===== src/rtl/gatePkg.sv =====
package gatePkg;
  // Decision strobes handed from the control to the datapath
  typedef struct packed {
    logic fwd;      // transfer goes to the selected port
    logic refuse;   // transfer completes locally
    logic errResp;  // error flag for a local completion
  } gateStrb_t;
endpackage


===== src/rtl/accessCtl.sv =====
module accessCtl
  import gatePkg::*;
#(
  parameter int NUM_PORTS = 16,
  parameter logic [NUM_PORTS-1:0] EXEMPT_MASK = '0,
  localparam int IDX_W = $clog2(NUM_PORTS)
) (
  input  logic                 clk,
  input  logic                 rstN,
  input  logic [NUM_PORTS-1:0] selIn,
  input  logic                 enableIn,
  input  logic [2:0]           protIn,
  input  logic [NUM_PORTS-1:0] cfgNonSecOk,
  input  logic [NUM_PORTS-1:0] cfgUnprivOk,
  input  logic                 cfgErrResp,
  input  logic                 irqEn,
  input  logic                 irqClr,
  output gateStrb_t            strb,
  output logic [IDX_W-1:0]     portIdx,
  output logic                 irqOut
);
  logic anySel, multiSel, nsFail, privFail, refuse, pending;

  // OR-encoder: exact when exactly one select is active
  always_comb begin
    portIdx = '0;
    for (int i = 0; i < NUM_PORTS; i++)
      if (selIn[i]) portIdx = portIdx | IDX_W'(i);
  end

  assign anySel   = |selIn;
  assign multiSel = (selIn & (selIn - 1'b1)) != '0;
  assign nsFail   = protIn[1] && !cfgNonSecOk[portIdx] && !EXEMPT_MASK[portIdx];
  assign privFail = !protIn[0] && !cfgUnprivOk[portIdx];
  assign refuse   = anySel && (multiSel || nsFail || privFail);

  assign strb.fwd     = anySel && !refuse;
  assign strb.refuse  = refuse;
  assign strb.errResp = multiSel || cfgErrResp;

  // Sticky rejection flag, clear has priority
  always_ff @(posedge clk or negedge rstN) begin
    if (!rstN)                   pending <= 1'b0;
    else if (irqClr)             pending <= 1'b0;
    else if (enableIn && refuse) pending <= 1'b1;
  end

  assign irqOut = pending && irqEn;

  a_r10_clear_wins: assert property (@(posedge clk) disable iff (!rstN)
    irqClr |=> !irqOut);
  a_r9_refusal_sets: assert property (@(posedge clk) disable iff (!rstN)
    (enableIn && refuse && !irqClr) |=> (irqOut == irqEn));
endmodule


===== src/rtl/gateDatapath.sv =====
module gateDatapath
  import gatePkg::*;
#(
  parameter int NUM_PORTS = 16,
  parameter int ADDR_W = 32,
  parameter int DATA_W = 32,
  localparam int IDX_W = $clog2(NUM_PORTS),
  localparam int STRB_W = DATA_W / 8
) (
  input  gateStrb_t                   strb,
  input  logic [IDX_W-1:0]            portIdx,
  input  logic [NUM_PORTS-1:0]        selIn,
  input  logic                        enableIn,
  input  logic [ADDR_W-1:0]           addrIn,
  input  logic                        writeIn,
  input  logic [DATA_W-1:0]           wdataIn,
  input  logic [STRB_W-1:0]           strbIn,
  input  logic [2:0]                  protIn,
  output logic [DATA_W-1:0]           rdataOut,
  output logic                        readyOut,
  output logic                        slvErrOut,
  output logic [NUM_PORTS-1:0]        dnSel,
  output logic [NUM_PORTS-1:0]        dnEnable,
  output logic [ADDR_W-1:0]           dnAddr,
  output logic                        dnWrite,
  output logic [DATA_W-1:0]           dnWdata,
  output logic [STRB_W-1:0]           dnStrb,
  output logic [2:0]                  dnProt,
  input  logic [NUM_PORTS*DATA_W-1:0] dnRdata,
  input  logic [NUM_PORTS-1:0]        dnReady,
  input  logic [NUM_PORTS-1:0]        dnErr
);
  logic [DATA_W-1:0] rdArr [NUM_PORTS];

  for (genvar g = 0; g < NUM_PORTS; g++) begin : g_unpack
    assign rdArr[g] = dnRdata[g*DATA_W +: DATA_W];
  end

  assign dnSel    = strb.fwd ? selIn : '0;
  assign dnEnable = dnSel & {NUM_PORTS{enableIn}};
  assign dnAddr   = addrIn;
  assign dnWrite  = writeIn;
  assign dnWdata  = wdataIn;
  assign dnStrb   = strbIn;
  assign dnProt   = protIn;

  always_comb begin
    rdataOut  = '0;
    readyOut  = 1'b1;
    slvErrOut = 1'b0;
    if (strb.fwd) begin
      rdataOut  = rdArr[portIdx];
      readyOut  = dnReady[portIdx];
      slvErrOut = dnErr[portIdx];
    end else if (strb.refuse) begin
      slvErrOut = strb.errResp;
    end
  end
endmodule


===== src/rtl/secAccessGate.sv =====
module secAccessGate
  import gatePkg::*;
#(
  parameter int NUM_PORTS = 16,
  parameter int ADDR_W = 32,
  parameter int DATA_W = 32,
  parameter logic [NUM_PORTS-1:0] EXEMPT_MASK = '0,
  localparam int IDX_W = $clog2(NUM_PORTS),
  localparam int STRB_W = DATA_W / 8
) (
  input  logic                        clk,
  input  logic                        rstN,
  input  logic [NUM_PORTS-1:0]        selIn,
  input  logic                        enableIn,
  input  logic [ADDR_W-1:0]           addrIn,
  input  logic                        writeIn,
  input  logic [DATA_W-1:0]           wdataIn,
  input  logic [STRB_W-1:0]           strbIn,
  input  logic [2:0]                  protIn,
  output logic [DATA_W-1:0]           rdataOut,
  output logic                        readyOut,
  output logic                        slvErrOut,
  output logic [NUM_PORTS-1:0]        dnSel,
  output logic [NUM_PORTS-1:0]        dnEnable,
  output logic [ADDR_W-1:0]           dnAddr,
  output logic                        dnWrite,
  output logic [DATA_W-1:0]           dnWdata,
  output logic [STRB_W-1:0]           dnStrb,
  output logic [2:0]                  dnProt,
  input  logic [NUM_PORTS*DATA_W-1:0] dnRdata,
  input  logic [NUM_PORTS-1:0]        dnReady,
  input  logic [NUM_PORTS-1:0]        dnErr,
  input  logic [NUM_PORTS-1:0]        cfgNonSecOk,
  input  logic [NUM_PORTS-1:0]        cfgUnprivOk,
  input  logic                        cfgErrResp,
  input  logic                        irqEn,
  input  logic                        irqClr,
  output logic                        irqOut
);
  gateStrb_t        strb;
  logic [IDX_W-1:0] portIdx;

  accessCtl #(.NUM_PORTS(NUM_PORTS), .EXEMPT_MASK(EXEMPT_MASK)) u_ctl (
    .clk(clk), .rstN(rstN), .selIn(selIn), .enableIn(enableIn), .protIn(protIn),
    .cfgNonSecOk(cfgNonSecOk), .cfgUnprivOk(cfgUnprivOk), .cfgErrResp(cfgErrResp),
    .irqEn(irqEn), .irqClr(irqClr), .strb(strb), .portIdx(portIdx), .irqOut(irqOut)
  );

  gateDatapath #(.NUM_PORTS(NUM_PORTS), .ADDR_W(ADDR_W), .DATA_W(DATA_W)) u_dp (
    .strb(strb), .portIdx(portIdx), .selIn(selIn), .enableIn(enableIn),
    .addrIn(addrIn), .writeIn(writeIn), .wdataIn(wdataIn), .strbIn(strbIn),
    .protIn(protIn), .rdataOut(rdataOut), .readyOut(readyOut), .slvErrOut(slvErrOut),
    .dnSel(dnSel), .dnEnable(dnEnable), .dnAddr(dnAddr), .dnWrite(dnWrite),
    .dnWdata(dnWdata), .dnStrb(dnStrb), .dnProt(dnProt), .dnRdata(dnRdata),
    .dnReady(dnReady), .dnErr(dnErr)
  );

  a_r5_refusal_blocked: assert property (@(posedge clk) disable iff (!rstN)
    strb.refuse |-> (dnSel == '0 && dnEnable == '0));
  a_r6_refusal_completes: assert property (@(posedge clk) disable iff (!rstN)
    (strb.refuse && enableIn) |-> (readyOut && rdataOut == '0
      && slvErrOut == (cfgErrResp || $countones(selIn) > 1)));
  a_r8_multi_error: assert property (@(posedge clk) disable iff (!rstN)
    (enableIn && $countones(selIn) > 1) |-> (dnSel == '0 && slvErrOut && readyOut));
  a_r1_single_port: assert property (@(posedge clk) disable iff (!rstN)
    $onehot0(dnSel) && ((dnSel & ~selIn) == '0) && ((dnEnable & ~dnSel) == '0));
  a_r10_enable_gates: assert property (@(posedge clk) disable iff (!rstN)
    !irqEn |-> !irqOut);
endmodule


===== config.mk =====
export PLATFORM = sky130hd
export DESIGN_NAME = secAccessGate
export DESIGN_NICKNAME = d
export VERILOG_FILES = /design/src/rtl/gatePkg.sv /design/src/rtl/accessCtl.sv /design/src/rtl/gateDatapath.sv /design/src/rtl/secAccessGate.sv
export SDC_FILE = /design/constraint.sdc
export NUM_CORES = 1
export LEC_CHECK = 0
export BUFFER_PORTS_ARGS = -buffer_cell sky130_fd_sc_hd__buf_2
export CORE_AREA = 2 2 312 314
export CTS_CLUSTER_DIAMETER = 80
export DETAILED_ROUTE_END_ITERATION = 10
export DIE_AREA = 0 0 314 316
export REMOVE_ABC_BUFFERS = 1
export SYNTH_ARGS = -nofsm -noshare
export SYNTH_HDL_FRONTEND = slang
export SYNTH_SLANG_ARGS = --single-unit

===== constraint.sdc =====
create_clock -name clk -period 5.95 [get_ports clk]
set_input_delay 0 -clock clk [delete_from_list [all_inputs] [get_ports clk]]
set_output_delay 0 -clock clk [all_outputs]
set_load 0.05 [all_outputs]

==> impl_metrics.yaml, run 1 <==
global_route:
  global_route.peak_usage_layer: "met2"
  grt_ovf: 0
  globalRouteMet1Util_pct: 16.95
  met3_usage_pct: 8.048
  grtUsageMet2_pct: 21.24
  pin_count_of_the_biggest_net_entering_global_routing: 160
  grt_use_total_pct: 14.04
  grt_antenna_before_repair: 49
  first_global_vias: 11024
  grt_pass1_wl_um: 95440
placement:
  placed_cells_incl_taps: 3033
  io_buffer_count: 668
  detailed_place.area_sq_um: 10950
  hpwlAfterDp_um: 63980
  globalplace.congestion: 0.8729
setup_path:
  ff2ff_setup_slack_ns: 5.29
  cp-end-kind: "primary output"
  worstReg2RegStart: "u_ctl.pending"
  critical_path_arrival_ns: 4.25
  timing.critical_path.required_ns: 5.95
  reg2reg_depth: 2
  timing.rr.end: "u_ctl.pending"
  startpoint_type: "primary input"
  worst-path-max-fanout: 53
  path_class: "in -> out"
status:
  outcome: "completed"
sta:
  tightestPinTransition_ns: 1.283
  layout_worst_path_cycle_share_pct: 71.49
  finalClockSkew_ns: 0
  setup_repair_after_global_routing_missed_its_margin: "no"
  setup_viol_count_final: 0
  maxSlewHeadroom_pct: 13.88
  maxClockFrequency_mhz: 235.1
  tns_ns: 0
  report.final.slew_viol_count: 0
  hold_viol: 0
  period_needed_ns: 4.253
cells_and_area:
  fillers: 11341
  layout-area-overhead-vs-synth_pct: 63.37
  fin_area_sq_um: 10990
  most-common-layout-cells: "sky130_fd_sc_hd__buf_2, sky130_fd_sc_hd__nand2_1, sky130_fd_sc_hd__nand3_1, sky130_fd_sc_hd__a311oi_1, sky130_fd_sc_hd__and3_1"
  largestRegisters: "u_ctl.pending: 1 flops"
  registers.top_by_ff_count: "u_ctl.pending"
  largest_register_ffs: 1
  layout.cells.non_filler: 3049
  leading_cell_type_in_the_layout_fill_and_taps_excluded: "sky130_fd_sc_hd__buf_2"
  final_core_util_pct: 11.45
  share_of_layout_cells_above_drive_strength_1_pct: 42.55
  fin_nets: 2430
floorplanning:
  floorplan.io_pins: 809
  num_rows: 114
  coreArea_sq_um: 95990
  floorplan.initialDensity_pct: 7.010
  full_die_area_sq_um: 99220
  die_width_um: 314
  die_y_um: 316
logic_synthesis:
  post_synth.cell_area_avg_sq_um: 5.332
  yosys_register_bits: 1
  synthesis.yosys.warnings: 0
  netlist_instances: 1262
  synth_area_sq_um: 6729
  synthTopCellsByArea: "sky130_fd_sc_hd__nand2_1, sky130_fd_sc_hd__a311oi_1, sky130_fd_sc_hd__nand3_1"
  post_synth_num_cell_types: 40
  area_share_of_the_largest_cell_type_after_synthesis_pct: 30.68
  asyncSetResetFlopFracSynth_pct: 100.0
  seq_total_area_yosys_pct: 0.3719
  synth_edf_count: 0
  ys_dominant_reg_cell: "sky130_fd_sc_hd__dfrtp_1"
  synth_area_leader_cell: "sky130_fd_sc_hd__nand2_1"
routing:
  vias_per_cell: 3.978
  antenna_violating_nets_post_route: 0
  via_count: 12130
  final_routed_wirelength_um: 75270
  avgRoutedWirePerCell_um: 24.69
  detailedRoute.firstPassIterationCount: 5
  drt_iter0_markers: 967
  drc: 0
min_path:
  hold_path_startpoint: "addrIn[0]"
  holdPathEnd: "dnAddr[0]"
  worst_hold_path.num_cells: 0
  hp-class: "in -> out"
power_and_ir_drop:
  total_power_of_the_final_layout_w: 0.0004067
  power_per_cell_area_nw_per_um2: 37.00
  total_leakage_power_nw: 5.252
  peakVddDrop_v: 0.00002208
flow_run:
  max_cap_violations: 0
cts:
  worst_skew_pair.late_latency_ns: 0
## critical path, stage by stage
cell,delay [ns]
sky130_fd_sc_hd__buf_2,0.18
sky130_fd_sc_hd__nor4_1,0.38
sky130_fd_sc_hd__buf_4,0.23
sky130_fd_sc_hd__nand2_4,0.36
sky130_fd_sc_hd__mux4_2,0.35
sky130_fd_sc_hd__nor4_1,0.06
sky130_fd_sc_hd__or4_1,0.57
sky130_fd_sc_hd__or4_4,0.84
sky130_fd_sc_hd__buf_4,0.38
sky130_fd_sc_hd__nor4_1,0.44
sky130_fd_sc_hd__buf_2,0.33
## cells by family (layout without fill, tap and decap cells)
logic type               Yosys count  in the layout  share of synthesized area, %
AND/OR/NAND/NOR                  873            873                         61.10
multiplexers                       2              2                        0.4834
flip-flops                         1              1                        0.3718
other                              0             15                             0
AO/OA/AOI/OAI                    174            174                         21.48
buffers and inverters            211            707                         16.42
adder cells (fa/ha/maj)            1              1                        0.1488
## synthesized netlist by cell type, drive strengths merged, types with 2 or more instances
cell      n
nand2   550
clkbuf  112
a311oi  137
buf      93
nor4b    11
and2      4
and3     73
a31oi     2
nand3   153
nor4     44
nor3      8
nor3b    11
o21ai     8
or3       3
a21oi     5
nor2     10
or4       5
o211ai    2
a211oi   12
a21boi    2
inv       5
## power by group
| part | total [W] | internal (W) | switching [W] |
|---|---|---|---|
| clock | 0.000000000278 | 0.000000000278 | 0 |
| sequential | 0.00000791 | 0.00000753 | 0.000000386 |
| combinational | 0.000399 | 0.000202 | 0.000197 |
## per-layer routing
layer  up-vias  wire length (um)
met5         -               492
met4        32              1986
met3       111             10880
met2       940             31260
met1      5597             30650
li1       5450                 -
## metrics by stage
stage          hold WS [ns]  setup WS, ns
2_1_floorplan       -0.2956        -2.535
3_3_place_gp        -0.2238         1.583
3_5_place_dp        -0.2221         1.640
4_1_cts            0.001221         1.636
5_1_grt           0.0004643         1.533
6_report          0.0005155         1.697
## worst max-delay path by stage
stage / from / to / slack [ns]
after floorplan: selIn[2] / dnEnable[15] / -2.53
after global placement: selIn[10] / dnSel[12] / 1.58
after detailed placement: selIn[10] / dnSel[12] / 1.64
after CTS: selIn[10] / dnSel[12] / 1.64
after global routing: selIn[10] / dnSel[9] / 1.53
final: selIn[10] / rdataOut[30] / 1.70
## area by class of cell
type	instances	area, sq um	area share, %
inverter	6	22.52	0.2049
sequential	1	25.02	0.2276
antenna	15	37.54	0.3415
tap	1276	1597	14.52
multi-input combinational	1050	5680	51.67
timing repair buffer	701	3631	33.03
## timing repair
action | CTS | global route
resized for setup | 0 | 0
buffers inserted | 0 | 0
hold endpoints to repair | 1 | 0
hold buffers | 1 | 0
setup endpoints to repair | 0 | 0
(Power assumes the default switching activity.)
==> inputs of run 2 (changes only) <==
CORE_AREA = 2 2 311 313   (was 2 2 312 314)
DIE_AREA = 0 0 313 315   (was 0 0 314 316)
clock period = 4 ns   (was 5.95 ns; I/O delays follow)
==> run 2 against run 1 <==
  * Combinational power is 57% higher
  * Critical path type unchanged
  * Sequential share of layout area about the same
  * Setup slack got worse by 1.4 ns
  * Critical endpoint is now rdataOut[25]
==> impl_metrics.yaml, run 2 (same netlist as run 1, synthesis figures left out) <==
status:
  outcome: "completed"
setup_path:
  crit_start: "selIn[7]"
  startpoint_type: "primary input"
  critical_path_arrival_ns: 3.69
  cp_top_family: "simple AND/OR/NAND/NOR gates"
  cp-end-kind: "primary output"
  path_class: "in -> out"
  buffers_plus_inverters_on_the_worst_setup_path: 3
  timing.critical_path.required_ns: 4.00
  worst-path-max-fanout: 31
  timing.rr.end: "u_ctl.pending"
  crit_cells: 10
  ff2ff_setup_slack_ns: 3.36
  cp_slowest_cell: "sky130_fd_sc_hd__or4_1"
  worst_stage_delay_on_the_critical_path_ns: 0.71
  critical_path.cell_chain: "buf_2, or4_1, nor2_4, mux4_2, nor4_1, or4_1, or4_4, buf_4, nor4_1, buf_12"
  worstReg2RegStart: "u_ctl.pending"
  worstSetupEndpoint: "rdataOut[25]"
  reg2reg_depth: 2
placement:
  preCtsSetupSlack_ns: -0.2145
  io_buffer_count: 668
  hpwlAfterDp_um: 65470
  globalplace.congestion: 0.8882
  detailed_place.area_sq_um: 12190
cells_and_area:
  most-common-layout-cells: "sky130_fd_sc_hd__buf_2, sky130_fd_sc_hd__nand2_1, sky130_fd_sc_hd__nand3_1, sky130_fd_sc_hd__a311oi_1, sky130_fd_sc_hd__buf_4"
  registers.top_by_ff_count: "u_ctl.pending"
  fin_nets: 2487
  leading_cell_type_in_the_layout_fill_and_taps_excluded: "sky130_fd_sc_hd__buf_2"
  fin_area_sq_um: 12220
  layout-area-overhead-vs-synth_pct: 81.61
  largest_register_ffs: 1
  largestRegisters: "u_ctl.pending: 1 flops"
  share_of_layout_cells_above_drive_strength_1_pct: 44.35
global_route:
  grt_antenna_before_repair: 40
  pin_count_of_the_biggest_net_entering_global_routing: 124
  grt_use_total_pct: 14.50
  first_global_vias: 11762
  grt_ovf: 0
  grt_pass1_wl_um: 99200
min_path:
  hp-class: "in -> out"
routing:
  via_count: 12348
  final_routed_wirelength_um: 76410
  vias_per_cell: 3.988
  detailedRoute.firstPassIterationCount: 5
  antenna_violating_nets_post_route: 0
  drc: 0
  drt_iter0_markers: 790
  avgRoutedWirePerCell_um: 24.68
sta:
  layout_worst_path_cycle_share_pct: 92.20
  report.final.slew_viol_count: 0
  fin_hold_ws_ns: 0.0003486
  hold_viol: 0
  setup_viol_count_final: 0
  setup_repair_after_global_routing_missed_its_margin: "no"
  period_needed_ns: 3.688
  postLayoutSetupSlackWorst_ns: 0.3120
  tightestPinTransition_ns: 0.9558
  maxClockFrequency_mhz: 271.2
  maxSlewHeadroom_pct: 35.85
  finalClockSkew_ns: 0
power_and_ir_drop:
  power.switching_w: 0.0003041
  switching_share_pct: 47.69
  total_leakage_power_nw: 5.700
  cell_internal_pwr_w: 0.0003336
  power_per_cell_area_nw_per_um2: 52.19
  seqPwrFrac_pct: 1.8
  p_comb_share_pct: 98.2
  share_clk_of_total_power_pct: 0
  peakVddDrop_v: 0.00002693
flow_run:
  max_cap_violations: 0
floorplanning:
  floorplan.io_pins: 809
  die_width_um: 313
  die_y_um: 315
  num_rows: 114
  coreArea_sq_um: 95710
  full_die_area_sq_um: 98600
  floorplan.initialDensity_pct: 7.031
cts:
  worst_skew_pair.late_latency_ns: 0
run 2: repair_timing:
| item | CTS | global route |
|---|---|---|
| gates resized for setup | 1 | 0 |
| hold endpoints to repair | 1 | 0 |
| setup endpoints to repair | 1 | 0 |
| hold buffers | 1 | 0 |
| setup buffers | 0 | 0 |
run 2: area by class of cell:
class / count / area [sq um]
antenna: 5 / 12.51
fill: 11324 / 83490
tap: 1276 / 1597
multi-input combinational: 1050 / 5679
sequential: 1 / 25.02
inverter: 6 / 22.52
timing repair buffer: 758 / 4885
run 2: worst min-delay path by stage:
stage,startpoint,to,slack [ns],cells past startpoint
floorplan,rstN,u_ctl.pending,-0.30,0
global placement,rstN,u_ctl.pending,-0.22,1
detailed placement,rstN,u_ctl.pending,-0.22,1
CTS,addrIn[27],dnAddr[27],0.0005,0
global route,addrIn[3],dnAddr[3],0.0003,0
finish,addrIn[29],dnAddr[29],0.0003,0
run 2: power groups by stage:
stage,combinational (W),clock (W),sequential (W)
CTS,0.000640,0,0.0000117
detailed placement,0.000635,0,0.0000117
global route,0.000692,0.000000000100,0.0000117
floorplan,0.000166,0,0.0000115
finish,0.000626,0.000000000168,0.0000118
global placement,0.000632,0,0.0000117
run 2: layer usage:
metal | wire length, um | track usage (%)
met5 | 616 | 3.046
met4 | 1763 | 2.447
met3 | 9194 | 6.466
met2 | 32620 | 22.71
met1 | 32220 | 18.20
run 2: through the flow:
stage	setup TNS [ns]	util [%]	std cells	total power, W
floorplan	-263.23	-	1057	0.0001772
global placement	-0.2030	12.74	3090	0.0006442
detailed placement	-0.2145	12.74	3090	0.0006465
CTS	0	12.76	3091	0.0006519
global route	0	12.76	3094	0.0007033
finish	0	12.77	3096	0.0006377
==> inputs of run 3 (changes only) <==
==> constraint.sdc (replaced) <==
create_clock -name clk -period 4 [get_ports clk]
set_input_delay 0.8 -clock clk [delete_from_list [all_inputs] [get_ports clk]]
set_output_delay 0.8 -clock clk [all_outputs]
set_load 0.05 [all_outputs]
==> run 3 against run 2 <==
  * The flow now finishes with violations (negative setup slack)
  * Sequential share of layout area about the same
  * First-iteration DRC count increased by 31%
  * Global-route usage grew 0.49 points
  * Register-to-register slack lost 0.03 ns
  * Worst hold slack gained 0.52 ns
  * Routed wire length is 5.2% higher
  * Critical path type unchanged
  * Critical endpoint is now rdataOut[22]
==> impl_metrics.yaml, run 3 (same netlist as run 1, synthesis figures left out) <==
cells_and_area:
  largestRegisters: "u_ctl.pending: 1 flops"
  largest_register_ffs: 1
  layout.cells.non_filler: 3267
  fin_nets: 2654
  leading_cell_type_in_the_layout_fill_and_taps_excluded: "sky130_fd_sc_hd__buf_2"
  most-common-layout-cells: "sky130_fd_sc_hd__buf_2, sky130_fd_sc_hd__nand2_1, sky130_fd_sc_hd__buf_4, sky130_fd_sc_hd__nand3_1, sky130_fd_sc_hd__a311oi_1"
  registers.top_by_ff_count: "u_ctl.pending"
  fillers: 10972
  layout-area-overhead-vs-synth_pct: 120.1
  share_of_layout_cells_above_drive_strength_1_pct: 51.77
floorplanning:
  die_y_um: 315
  die_width_um: 313
  floorplan.io_pins: 809
  coreArea_sq_um: 95710
  num_rows: 114
  floorplan.initialDensity_pct: 7.031
  full_die_area_sq_um: 98600
global_route:
  grt_ovf: 0
  grt_antenna_before_repair: 40
  pin_count_of_the_biggest_net_entering_global_routing: 54
  first_global_vias: 12323
  grt_use_total_pct: 14.98
  grt_pass1_wl_um: 102900
routing:
  vias_per_cell: 4.047
  avgRoutedWirePerCell_um: 24.61
  drt_iter0_markers: 1034
  antenna_violating_nets_post_route: 0
  drc: 0
  via_count: 13222
  final_routed_wirelength_um: 80410
  detailedRoute.firstPassIterationCount: 8
sta:
  layout_worst_path_cycle_share_pct: 117.4
  fin_hold_ws_ns: 0.5188
  report.final.slew_viol_count: 0
  period_needed_ns: 4.697
  tightestPinTransition_ns: 1.199
  setup_viol_count_final: 66
  hold_viol: 0
  maxClockFrequency_mhz: 212.9
  finalClockSkew_ns: 0
  maxSlewHeadroom_pct: 19.51
  setup_repair_after_global_routing_missed_its_margin: "yes"
  postLayoutSetupSlackWorst_ns: -0.6972
placement:
  placed_cells_incl_taps: 3226
  hpwlAfterDp_um: 67750
  globalplace.congestion: 0.8538
  io_buffer_count: 668
min_path:
  worst_hold_path.num_cells: 2
  hold_path_startpoint: "u_ctl.pending"
  hp-class: "reg -> reg"
  holdPathEnd: "u_ctl.pending"
setup_path:
  worstReg2RegStart: "u_ctl.pending"
  path_class: "in -> out"
  crit_cells: 12
  critPathMostFrequentCell: "sky130_fd_sc_hd__or4_4"
  worst-path-max-fanout: 7
  timing.critical_path.required_ns: 3.20
  critical_path_arrival_ns: 3.90
  timing.rr.end: "u_ctl.pending"
  cp-end-kind: "primary output"
  reg2reg_depth: 2
  buffers_plus_inverters_on_the_worst_setup_path: 5
  crit_start: "selIn[7]"
  critical_path.cell_chain: "buf_6, or4_4, nor2_4, mux4_2, nor4_2, or4_4, or4_4, buf_16, buf_12, buf_4, nor4_4, buf_12"
  cp_slowest_cell: "sky130_fd_sc_hd__or4_4"
  ff2ff_setup_slack_ns: 3.33
  worst_stage_delay_on_the_critical_path_ns: 0.55
  cp_top_family: "simple AND/OR/NAND/NOR gates"
  startpoint_type: "primary input"
power_and_ir_drop:
  peakVddDrop_v: 0.00002273
  total_leakage_power_nw: 6.847
  power_per_cell_area_nw_per_um2: 48.15
status:
  outcome: "complete, but fails checks"
  violations: "negative setup slack"
cts:
  worst_skew_pair.late_latency_ns: 0
  cts.clk_slew.worst_paths_ns: 0
  hold_buffers: 0
flow_run:
  max_cap_violations: 0
## run 3: cell count changes in the layout (fill, tap and decap cells not counted), moves of 16 or more
cell                     before  now
sky130_fd_sc_hd__nor4_2      23    7
sky130_fd_sc_hd__buf_4       80  206
sky130_fd_sc_hd__buf_2      618  598
sky130_fd_sc_hd__nor4_4       0   31
sky130_fd_sc_hd__buf_12      59   75
sky130_fd_sc_hd__buf_6        0   34
## run 3: how the worst max path moves through the flow
| stage | end | slack [ns] |
|---|---|---|
| final | rdataOut[22] | -0.70 |
| after CTS | rdataOut[15] | -0.70 |
| after detailed placement | dnEnable[7] | -1.25 |
| after global placement | dnEnable[7] | -1.30 |
| after floorplan | dnEnable[15] | -6.08 |
| after global routing | rdataOut[22] | -0.78 |
## run 3: report_power, final
| group | internal [W] | leakage, nW | switching [W] |
|---|---|---|---|
| sequential | 0.0000112 | 0.0122 | 0.000000740 |
| combinational | 0.000363 | 6.83 | 0.000339 |
| clock | 0.000000000302 | 0.0000571 | 0 |
## run 3: through the flow
step	setup slack [ns]	setup TNS [ns]	power, W	util [%]	cell area (sq um)
floorplan	-6.085	-369.63	0.0001772	-	5647
global placement	-1.304	-62.96	0.0006751	13.95	13350
detailed placement	-1.249	-62.53	0.0006762	13.95	13350
CTS	-0.7033	-38.77	0.0007036	14.98	14340
global route	-0.7826	-44.86	0.0007713	15.47	14800
finish	-0.6972	-39.52	0.0007130	15.47	14810
## run 3: routing by layer
layer	global-route usage, %	routed length (um)
met1	18.65	33290
met2	23.30	34340
met3	6.604	9674
met4	3.251	2367
met5	4.255	738
## run 3: tightest hold or removal path: stages (launching register included)
cell                       delay (ns)
sky130_fd_sc_hd__dfrtp_1         0.35
sky130_fd_sc_hd__nand2b_1        0.07
sky130_fd_sc_hd__o41ai_1         0.06
## run 3: area by class of cell
| cell class | instances | area, sq um | area share (%) |
|---|---|---|---|
| diodes | 9 | 22.52 | 0.1521 |
| inverters | 6 | 22.52 | 0.1521 |
| multi-input cells | 1050 | 6431 | 43.43 |
| flip-flops and latches | 1 | 25.02 | 0.1690 |
| well taps | 1276 | 1597 | 10.78 |
| repair buffers | 925 | 6711 | 45.32 |
## run 3: repair_timing
item | 4_1_cts | 5_1_grt
setup endpoints to repair | 66 | 66
pin swaps | 28 | 7
cloned | 4 | 2
buffers inserted | 10 | 17
gates resized for setup | 139 | 42
